==> config.mk <==
export PLATFORM = sky130hd
export DESIGN_NAME = intarb
export DESIGN_NICKNAME = d
export VERILOG_FILES = /design/src/rtl/intarb_pkg.sv /design/src/rtl/intarb_regs.sv /design/src/rtl/intarb_pending.sv /design/src/rtl/intarb_select.sv /design/src/rtl/intarb.sv
export SDC_FILE = /design/constraint.sdc
export NUM_CORES = 1
export LEC_CHECK = 0
export BUFFER_PORTS_ARGS = -buffer_cell sky130_fd_sc_hd__buf_2
export CORE_MARGIN = 1
export CORE_UTILIZATION = 50
export CTS_BUF_LIST = sky130_fd_sc_hd__clkbuf_8 sky130_fd_sc_hd__clkbuf_16
export DETAILED_ROUTE_END_ITERATION = 10
export PLACE_DENSITY_LB_ADDON = 0.15
export SYNTH_ARGS = -nofsm -noshare
export SYNTH_HDL_FRONTEND = slang
export SYNTH_SLANG_ARGS = --single-unit
==> constraint.sdc <==
create_clock -name clk -period 56 [get_ports clk]
set_input_delay 11.2 -clock clk [delete_from_list [all_inputs] [get_ports clk]]
set_output_delay 11.2 -clock clk [all_outputs]
set_load 0.005 [all_outputs]
==> src/rtl/intarb_pkg.sv <==
package intarb_pkg;
  localparam int LVL_W = 4;
  typedef logic [LVL_W-1:0] level_t;
endpackage

==> src/rtl/intarb_regs.sv <==
module intarb_regs
  import intarb_pkg::*;
#(
  parameter int NSRC   = 16,
  parameter int DATA_W = 16,
  parameter int ADDR_W = 3
) (
  input  logic                        clk,
  input  logic                        rst_n,
  input  logic                        we,
  input  logic [ADDR_W-1:0]           addr,
  input  logic [DATA_W-1:0]           wdata,
  output logic [DATA_W-1:0]           rdata,
  output logic [NSRC-1:0][LVL_W-1:0]  prio,
  output logic [NSRC-1:0]             edge_sel
);
  localparam int PER_REG = DATA_W / LVL_W;
  localparam int NPRIO   = NSRC / PER_REG;
  localparam int IDX_W   = (NPRIO > 1) ? $clog2(NPRIO) : 1;
  localparam logic [ADDR_W-1:0] MODE_ADDR = ADDR_W'(NPRIO);

  logic [NPRIO-1:0][DATA_W-1:0] prio_q;
  logic [DATA_W-1:0]            mode_q;

  for (genvar k = 0; k < NPRIO; k++) begin : g_prio
    always_ff @(posedge clk or negedge rst_n) begin
      if (!rst_n)                                   prio_q[k] <= '0;
      else if (we && addr == ADDR_W'(k))            prio_q[k] <= wdata;
    end
  end

  always_ff @(posedge clk or negedge rst_n) begin
    if (!rst_n)                         mode_q <= '0;
    else if (we && addr == MODE_ADDR)   mode_q <= wdata;
  end

  always_comb begin
    rdata = '0;
    if (addr < MODE_ADDR)       rdata = prio_q[addr[IDX_W-1:0]];
    else if (addr == MODE_ADDR) rdata = mode_q;
  end

  assign prio     = prio_q;
  assign edge_sel = mode_q[NSRC-1:0];
endmodule

==> src/rtl/intarb_pending.sv <==
module intarb_pending #(
  parameter int NSRC = 16
) (
  input  logic            clk,
  input  logic            rst_n,
  input  logic [NSRC-1:0] src_n,
  input  logic [NSRC-1:0] edge_sel,
  input  logic [NSRC-1:0] clr,
  output logic [NSRC-1:0] pend
);
  logic [NSRC-1:0] prev_q, flag_q, fell;

  for (genvar g = 0; g < NSRC; g++) begin : g_src
    assign fell[g] = prev_q[g] & ~src_n[g] & edge_sel[g];
    assign pend[g] = edge_sel[g] ? (flag_q[g] | fell[g]) : ~src_n[g];

    always_ff @(posedge clk or negedge rst_n) begin
      if (!rst_n) begin
        prev_q[g] <= 1'b1;
        flag_q[g] <= 1'b0;
      end else begin
        prev_q[g] <= src_n[g];
        flag_q[g] <= edge_sel[g] & ((flag_q[g] & ~clr[g]) | fell[g]);
      end
    end

    assert_edge_clear_R9: assert property (@(posedge clk) disable iff (!rst_n)
      (clr[g] && !fell[g]) |=> !flag_q[g]);
  end
endmodule

==> src/rtl/intarb_select.sv <==
module intarb_select
  import intarb_pkg::*;
#(
  parameter int NSRC = 16,
  localparam int SRC_W = $clog2(NSRC)
) (
  input  logic [NSRC-1:0]            pend,
  input  logic [NSRC-1:0][LVL_W-1:0] prio,
  output logic                       found,
  output level_t                     best_lvl,
  output logic [SRC_W-1:0]           best_idx
);
  always_comb begin
    best_lvl = '0;
    best_idx = '0;
    for (int i = NSRC - 1; i >= 0; i--) begin
      if (pend[i] && prio[i] != '0 && prio[i] >= best_lvl) begin
        best_lvl = prio[i];
        best_idx = SRC_W'(i);
      end
    end
    found = (best_lvl != '0);
  end
endmodule

==> src/rtl/intarb.sv <==
module intarb
  import intarb_pkg::*;
#(
  parameter int NSRC     = 16,
  parameter int DATA_W   = 16,
  parameter int ADDR_W   = 3,
  parameter int VEC_W    = 8,
  parameter int VEC_BASE = 64
) (
  input  logic              clk,
  input  logic              rst_n,
  input  logic [NSRC-1:0]   src_n,
  input  logic              reg_we,
  input  logic [ADDR_W-1:0] reg_addr,
  input  logic [DATA_W-1:0] reg_wdata,
  output logic [DATA_W-1:0] reg_rdata,
  input  logic [LVL_W-1:0]  cpu_mask,
  input  logic              cpu_ack,
  input  logic              cpu_start,
  output logic              cpu_req,
  output logic [LVL_W-1:0]  cpu_level,
  output logic [VEC_W-1:0]  cpu_vector,
  output logic              irq_out_n
);
  localparam int SRC_W = $clog2(NSRC);

  logic [NSRC-1:0][LVL_W-1:0] prio;
  logic [NSRC-1:0]            edge_sel, pend, clr;
  logic                       found, take;
  level_t                     sel_lvl;
  logic [SRC_W-1:0]           sel_idx;

  logic             req_q, hold_q;
  level_t           lvl_q;
  logic [SRC_W-1:0] idx_q;

  intarb_regs #(.NSRC(NSRC), .DATA_W(DATA_W), .ADDR_W(ADDR_W)) u_regs (
    .clk(clk), .rst_n(rst_n), .we(reg_we), .addr(reg_addr), .wdata(reg_wdata),
    .rdata(reg_rdata), .prio(prio), .edge_sel(edge_sel)
  );

  intarb_pending #(.NSRC(NSRC)) u_pend (
    .clk(clk), .rst_n(rst_n), .src_n(src_n), .edge_sel(edge_sel),
    .clr(clr), .pend(pend)
  );

  intarb_select #(.NSRC(NSRC)) u_sel (
    .pend(pend), .prio(prio), .found(found),
    .best_lvl(sel_lvl), .best_idx(sel_idx)
  );

  assign take = req_q & cpu_ack;
  assign clr  = take ? (NSRC'(1) << idx_q) : '0;

  always_ff @(posedge clk or negedge rst_n) begin
    if (!rst_n) begin
      req_q  <= 1'b0;
      lvl_q  <= '0;
      idx_q  <= '0;
      hold_q <= 1'b0;
    end else begin
      req_q <= take ? 1'b0 : (found && (sel_lvl > cpu_mask));
      lvl_q <= sel_lvl;
      idx_q <= sel_idx;
      if (take && edge_sel[idx_q]) hold_q <= 1'b1;
      else if (cpu_start)          hold_q <= 1'b0;
    end
  end

  assign cpu_req    = req_q;
  assign cpu_level  = lvl_q;
  assign cpu_vector = VEC_W'(VEC_BASE) + VEC_W'(idx_q);
  assign irq_out_n  = ~(req_q | hold_q);

  assert_above_mask_R5: assert property (@(posedge clk) disable iff (!rst_n)
    cpu_req |-> (cpu_level > $past(cpu_mask)));
  assert_nonzero_level_R6: assert property (@(posedge clk) disable iff (!rst_n)
    cpu_req |-> (cpu_level != '0));
  assert_vector_range_R7: assert property (@(posedge clk) disable iff (!rst_n)
    cpu_req |-> (cpu_vector >= VEC_W'(VEC_BASE) && cpu_vector < VEC_W'(VEC_BASE + NSRC)));
  assert_drop_after_take_R10: assert property (@(posedge clk) disable iff (!rst_n)
    (cpu_req && cpu_ack) |=> !cpu_req);
  assert_hold_until_start_R11: assert property (@(posedge clk) disable iff (!rst_n)
    (!irq_out_n && !cpu_req && !cpu_start) |=> !irq_out_n);
endmodule

# [After elaboration in Yosys (flattened, before gate mapping)]
# Cells that the tools add are included.
[totals] ff_bits=122 elab_cells=314 out_inout_bits=30
[op_classes] n_eq_ne=4 bitwise=131 add_sub_neg=1 shifts=1 n_lt_le_gt_ge=20 reduce_logical=58 n_mux=58
[ops] op="2-to-1 mux 4 bit" n=32
[ops] op="nonzero test 4 bit" n=17
[ops] op="bitwise AND 1 bit" n=65
[ops] op="2-to-1 mux 16 bit" n=4
[ops] op=">= comparator 4 bit" n=15
[ops] op="logical AND 1 bit" n=39
[ops] op="inverter 1 bit" n=33
[ops] op="OR 1 bit" n=33
[ops] op="binary-select mux 16 bit (select 2 bit)" n=1
[ops] op="2-to-1 mux 1 bit" n=20
[ops] op="<< shifter 1 x 4 -> 16 bit (first input constant)" n=1
[ops] op="adder 7 x 4 -> 8 bit (first input constant)" n=1
[ops] op="equality test 3 x 2 -> 1 bit (second input constant)" n=2
[ops] op="less-than comparator 4 x 5 -> 1 bit (second input constant)" n=1
[ops] op="binary-select mux 1 bit (select 4 bit)" n=1
[ops] op=">= comparator 4 x 1 -> 1 bit (second input constant)" n=1
[ops] op="> comparator 4 bit" n=1
[ops] op="equality test 3 x 1 -> 1 bit (second input constant)" n=1
[ops] op="equality test 3 bit (second input constant)" n=1
[ops] op="logical NOT 3 bit" n=1
[ops] op="less-than comparator 2 x 3 -> 1 bit (second input constant)" n=1
[ops] op="less-than comparator 3 bit (second input constant)" n=1
[ops] op="nonzero test 2 bit" n=1

# [Logic depth before layout (Yosys ltp)]
[logic_depth] ltp_word=56 depth_mapped=127

# [Hierarchy]
# Synthesis repeated with hierarchy kept, for this count alone.
[hier_totals] cells_unflattened=849 hier_area_um2=8819.7
[by_module_without_submodules] mod="intarb_regs" n_inst=1 cells_each=248 area_per_inst_um2=3674.8
[by_module_without_submodules] mod="intarb_select" n_inst=1 cells_each=404 area_per_inst_um2=2919.0
[by_module_without_submodules] mod="intarb_pending" n_inst=1 cells_each=128 area_per_inst_um2=1554.0
[by_module_without_submodules] mod="intarb" n_inst=1 cells_each=69 area_per_inst_um2=671.9

# [Least setup slack after synthesis]
# No wires, ideal clock.
[synth_path] path_type="input -> register" start="in src_n[15]" end="reg req_q (netlist: cpu_req)" arrival_ns=33.286 path_buffers=2 setup_slack_ns=22.647 required_time_ns=55.933 setup_time_ns=0.067 cell_stages=118 path_cell_list="o21ai_1 > nand2_1 > ha_1 > o21ai_0 > nor2b_1 > or4_1 > nand2_1 > o21ai_0 > ha_1 > nand2b_1 > or2_2 > o211ai_1 > a22oi_2 > a21oi_1 > o21ai_0 > mux2_2 > ha_1 > nand2b_1 > [... 82 more ...] > o221ai_1 > and3_1 > buf_2 > nand2_1 > o221a_1 > ha_1 > nand2b_1 > a21o_1 > nand3_1 > o21ai_0 > nor2_1 > mux2_2 > ha_1 > a21oi_1 > maj3_1 > nor2b_1 > o221a_2 > o41a_1"
[synth_via] elab_chain_cells=56 word_cells_on_any_way=57
[synth_rtl] element="start: declaration" line_no="intarb.sv:12" text="input logic [NSRC-1:0] src_n,"
[synth_rtl] element="inverter 1 bit *" line_no="intarb_pending.sv:14, intarb_pending.sv:15"
[synth_rtl] element="bitwise AND 1 bit (2 in series)" line_no="intarb_pending.sv:14" text="assign fell[g] = prev_q[g] & ~src_n[g] & edge_sel[g];"
[synth_rtl] element="OR 1 bit" line_no="intarb_pending.sv:15" text="assign pend[g] = edge_sel[g] ? (flag_q[g] | fell[g]) : ~src_n[g];"
[synth_rtl] element="2-to-1 mux 1 bit *" line_no="intarb_pending.sv:15"
[synth_rtl] element="logical AND 1 bit * (2 in series)" line_no="intarb_select.sv:17" text="if (pend[i] && prio[i] != '0 && prio[i] >= best_lvl) begin"
[synth_rtl] element="2-to-1 mux 4 bit *" line_no="intarb_select.sv:17"
[synth_rtl] element=">= comparator 4 bit" line_no="intarb_select.sv:17"
[synth_rtl] element="logical AND 1 bit" line_no="intarb_select.sv:17"
[synth_rtl] element="[... 39 more ...]"
[synth_rtl] element="2-to-1 mux 4 bit *" line_no="intarb_select.sv:17"
[synth_rtl] element=">= comparator 4 bit" line_no="intarb_select.sv:17"
[synth_rtl] element="logical AND 1 bit" line_no="intarb_select.sv:17"
[synth_rtl] element="2-to-1 mux 4 bit *" line_no="intarb_select.sv:17"
[synth_rtl] element="via sel_lvl[1]" line_no="intarb.sv:30" text="level_t sel_lvl;"
[synth_rtl] element="> comparator 4 bit / nonzero test 4 bit (equally long branches)" line_no="intarb.sv:62, intarb_select.sv:22"
[synth_rtl] element="logical AND 1 bit *" line_no="intarb.sv:62" text="req_q <= take ? 1'b0 : (found && (sel_lvl > cpu_mask));"
[synth_rtl] element="2-to-1 mux 1 bit *" line_no="intarb.sv:62"
[synth_rtl] element="end signal: assignment" line_no="intarb.sv:62"
[synth_rtl] element="end: declaration" line_no="intarb.sv:33" text="logic req_q, hold_q;"
# Mark *: on every way through the listed nets, which the timed path passes. The rest lies on a longest branch.
# A chain may end at the register's enable or synchronous reset.

# [Worst setup path in the final report]
# Same ends and word-level chain as after synthesis.

==> results_dict.tcl <==
set metrics [dict create \
    status "finished, final reports clean" \
    finalSetupTns_ps 0 \
    startpoint_type "input port" \
    clock_path_buffers 2 \
    yosys-top-cells-area "dfrtp_1 (30%), mux2_2 (9.8%), ha_1 (5.8%)" \
    finalSetupViolCount 0 \
    die_area_um2 18300 \
    holdCritPathClass "register to register" \
    htree_levels 4 \
    postCtsSetupBuffers 0 \
    yosysSeqAreaShare 0.346 \
    cp_slowest_cell "or4_1" \
    period_minus_slack_ps 36080 \
    finalCritPeriodShare 0.644 \
    ys.warnings.count 0 \
    tightest_slew_ps 1110 \
    synth_top_area_cell "dfrtp_1" \
    io_buffers 69 \
    slew_viol_final 0 \
    async_flop_share 1.00 \
    core_um2 17300 \
    post-route-util 0.580 \
    grt_pass1_vias 7237 \
    overflow 0 \
    grt_pass1_wl_um 41700 \
    cts_resized 0 \
    core.rowCount 48 \
    holdBufCountCts 0 \
    cpMostUsedCell "ha_1" \
    hpwl_um 20900 \
    fmax_ghz 0.0277 \
    worstSetupEndpointType "register" \
    crit_arrival_ps 36430 \
    insertion_delay_ps 420 \
    drive_above_1_share 0.255 \
    ys_types 91 \
    chipHeight_um 135 \
    slowest_delay_ps 600 \
    grt_util_met3 0.0625 \
    via_per_inst 6.17 \
    drc 0 \
    required_ps 56360 \
    first_pass_iters 7 \
    drv_cap 0 \
    numClockSinks 122 \
    clkTransAtPathRegs_ps 60 \
    final_common_cell "nand2_1" \
    hold_violations 0 \
    cts_tree "yes" \
    grt_max_degree 64 \
    synth-seq-cells 122 \
    start_util 0.513 \
    grt.busiest_layer "met2" \
    gp_congestion 0.976 \
    vias 7661 \
    cp_max_fo 11 \
    antenna_cells 0 \
    netlist_area_um2 8870 \
    detail-route-antenna-nets 0 \
    grt_setup_unrepaired "false" \
    avgRoutedWirePerCell_um 21.5 \
    crit_type "input port to register" \
    relSlewSlack 0.250 \
    grt_use_met1 0.430 \
    die_w_um 135 \
    ys.flop_type "dfrtp_1" \
    final_cell_count_no_fill 1241 \
    ioPinCount 74 \
    drt-initial-drc-count 577 \
    synth-edff-count 0 \
    syn_inst 935 \
    dp.cells 1209 \
    nets 1088 \
    grt.met2_usage 0.466 \
    cts_root_buf "clkbuf_16" \
    fin_skew_ps 8.14 \
    drt_wl_total_um 26700 \
    area_growth_pct 13.0 \
    cts_buffers 17 \
    postSynthAreaPerCell_um2 9.49 \
    final_cell_mix "nand2_1 (109), dfrtp_1 (106), o21ai_0 (101), mux2_2 (77), inv_1 (71)" \
    yosysTopAreaCellShare 0.299 \
    track_usage 0.305 \
    antenna_found_initial 0 \
]
layer usage:
metal / part of all wire / vias to the layer above
li1: - / 3566
met1: 0.45 / 3786
met2: 0.45 / 274
met3: 0.072 / 35
met4: 0.027 / 0
met5: 0 / -
cell families after synthesis:
family	synth area share
other cells	0.000846
compound gates	0.215
flops	0.346
fa+ha+maj	0.0636
mux	0.162
buf+inv	0.0437
xor+xnor	0.000987
simple gates	0.168
flip-flops by register name, summed over array words and instances, names as in the netlist:
signal / count
u_pend.flag_q: 16
u_regs.edge_sel: 16
idx_q: 4
hold_q: 1
cpu_req: 1
u_pend.prev_q: 16
cpu_level: 4
u_regs.prio: 64
synth_stat cells (15+ instances only):
cell type / n
nor2b_1: 22
a21boi_0: 17
o21ai_0: 101
dfstp_2: 16
inv_1: 70
nand3_1: 18
a21oi_1: 30
mux4_2: 21
nand2_1: 109
nor2_1: 49
clkbuf_1: 15
ha_1: 41
dfrtp_1: 106
nand2b_1: 35
and2_1: 15
mux2_2: 77
layout make-up:
cell class,count,area [µm²]
fillers,1559,7270
multi-input cells,720,5430
flip-flops and latches,122,3070
clock buffers,18,439
repair buffers,72,370
well taps,225,282
inverters,70,263
clock inverters,14,169
final timing paths:
path | start | endpoint | slack [ps] | cells after the start
worst min register to register | u_pend.prev_q[15] | u_pend.flag_q[15] | 530 | 2
worst min-delay path | u_pend.prev_q[15] | u_pend.flag_q[15] | 530 | 2
worst max-delay path | src_n[15] | cpu_req | 19920 | 118
max in group asynchronous | rst_n | u_regs.prio[36] | 43830 | 2
min in group asynchronous | rst_n | u_pend.flag_q[13] | 10880 | 1
worst max register to register | u_regs.edge_sel[15] | cpu_req | 30240 | 118
worst max-delay path: cells and delay by family:
family	cells	cell delay, ps
compound gates	47	8980
fa+ha+maj	19	5480
mux	9	3540
buf+inv	2	170
simple gates	41	6990
metrics by stage:
step	setup slack (ps)	cell area, µm²	hold slack [ps]
after floorplan	22650	8880	505
after global placement	20220	9420	511
after detailed placement	19920	9420	516
after CTS	20200	10000	522
after global routing	17970	10000	547
final	19920	10000	526
Power is not shown: default switching activity piles up to over one toggle a cycle in this logic, so the estimate is an artifact.
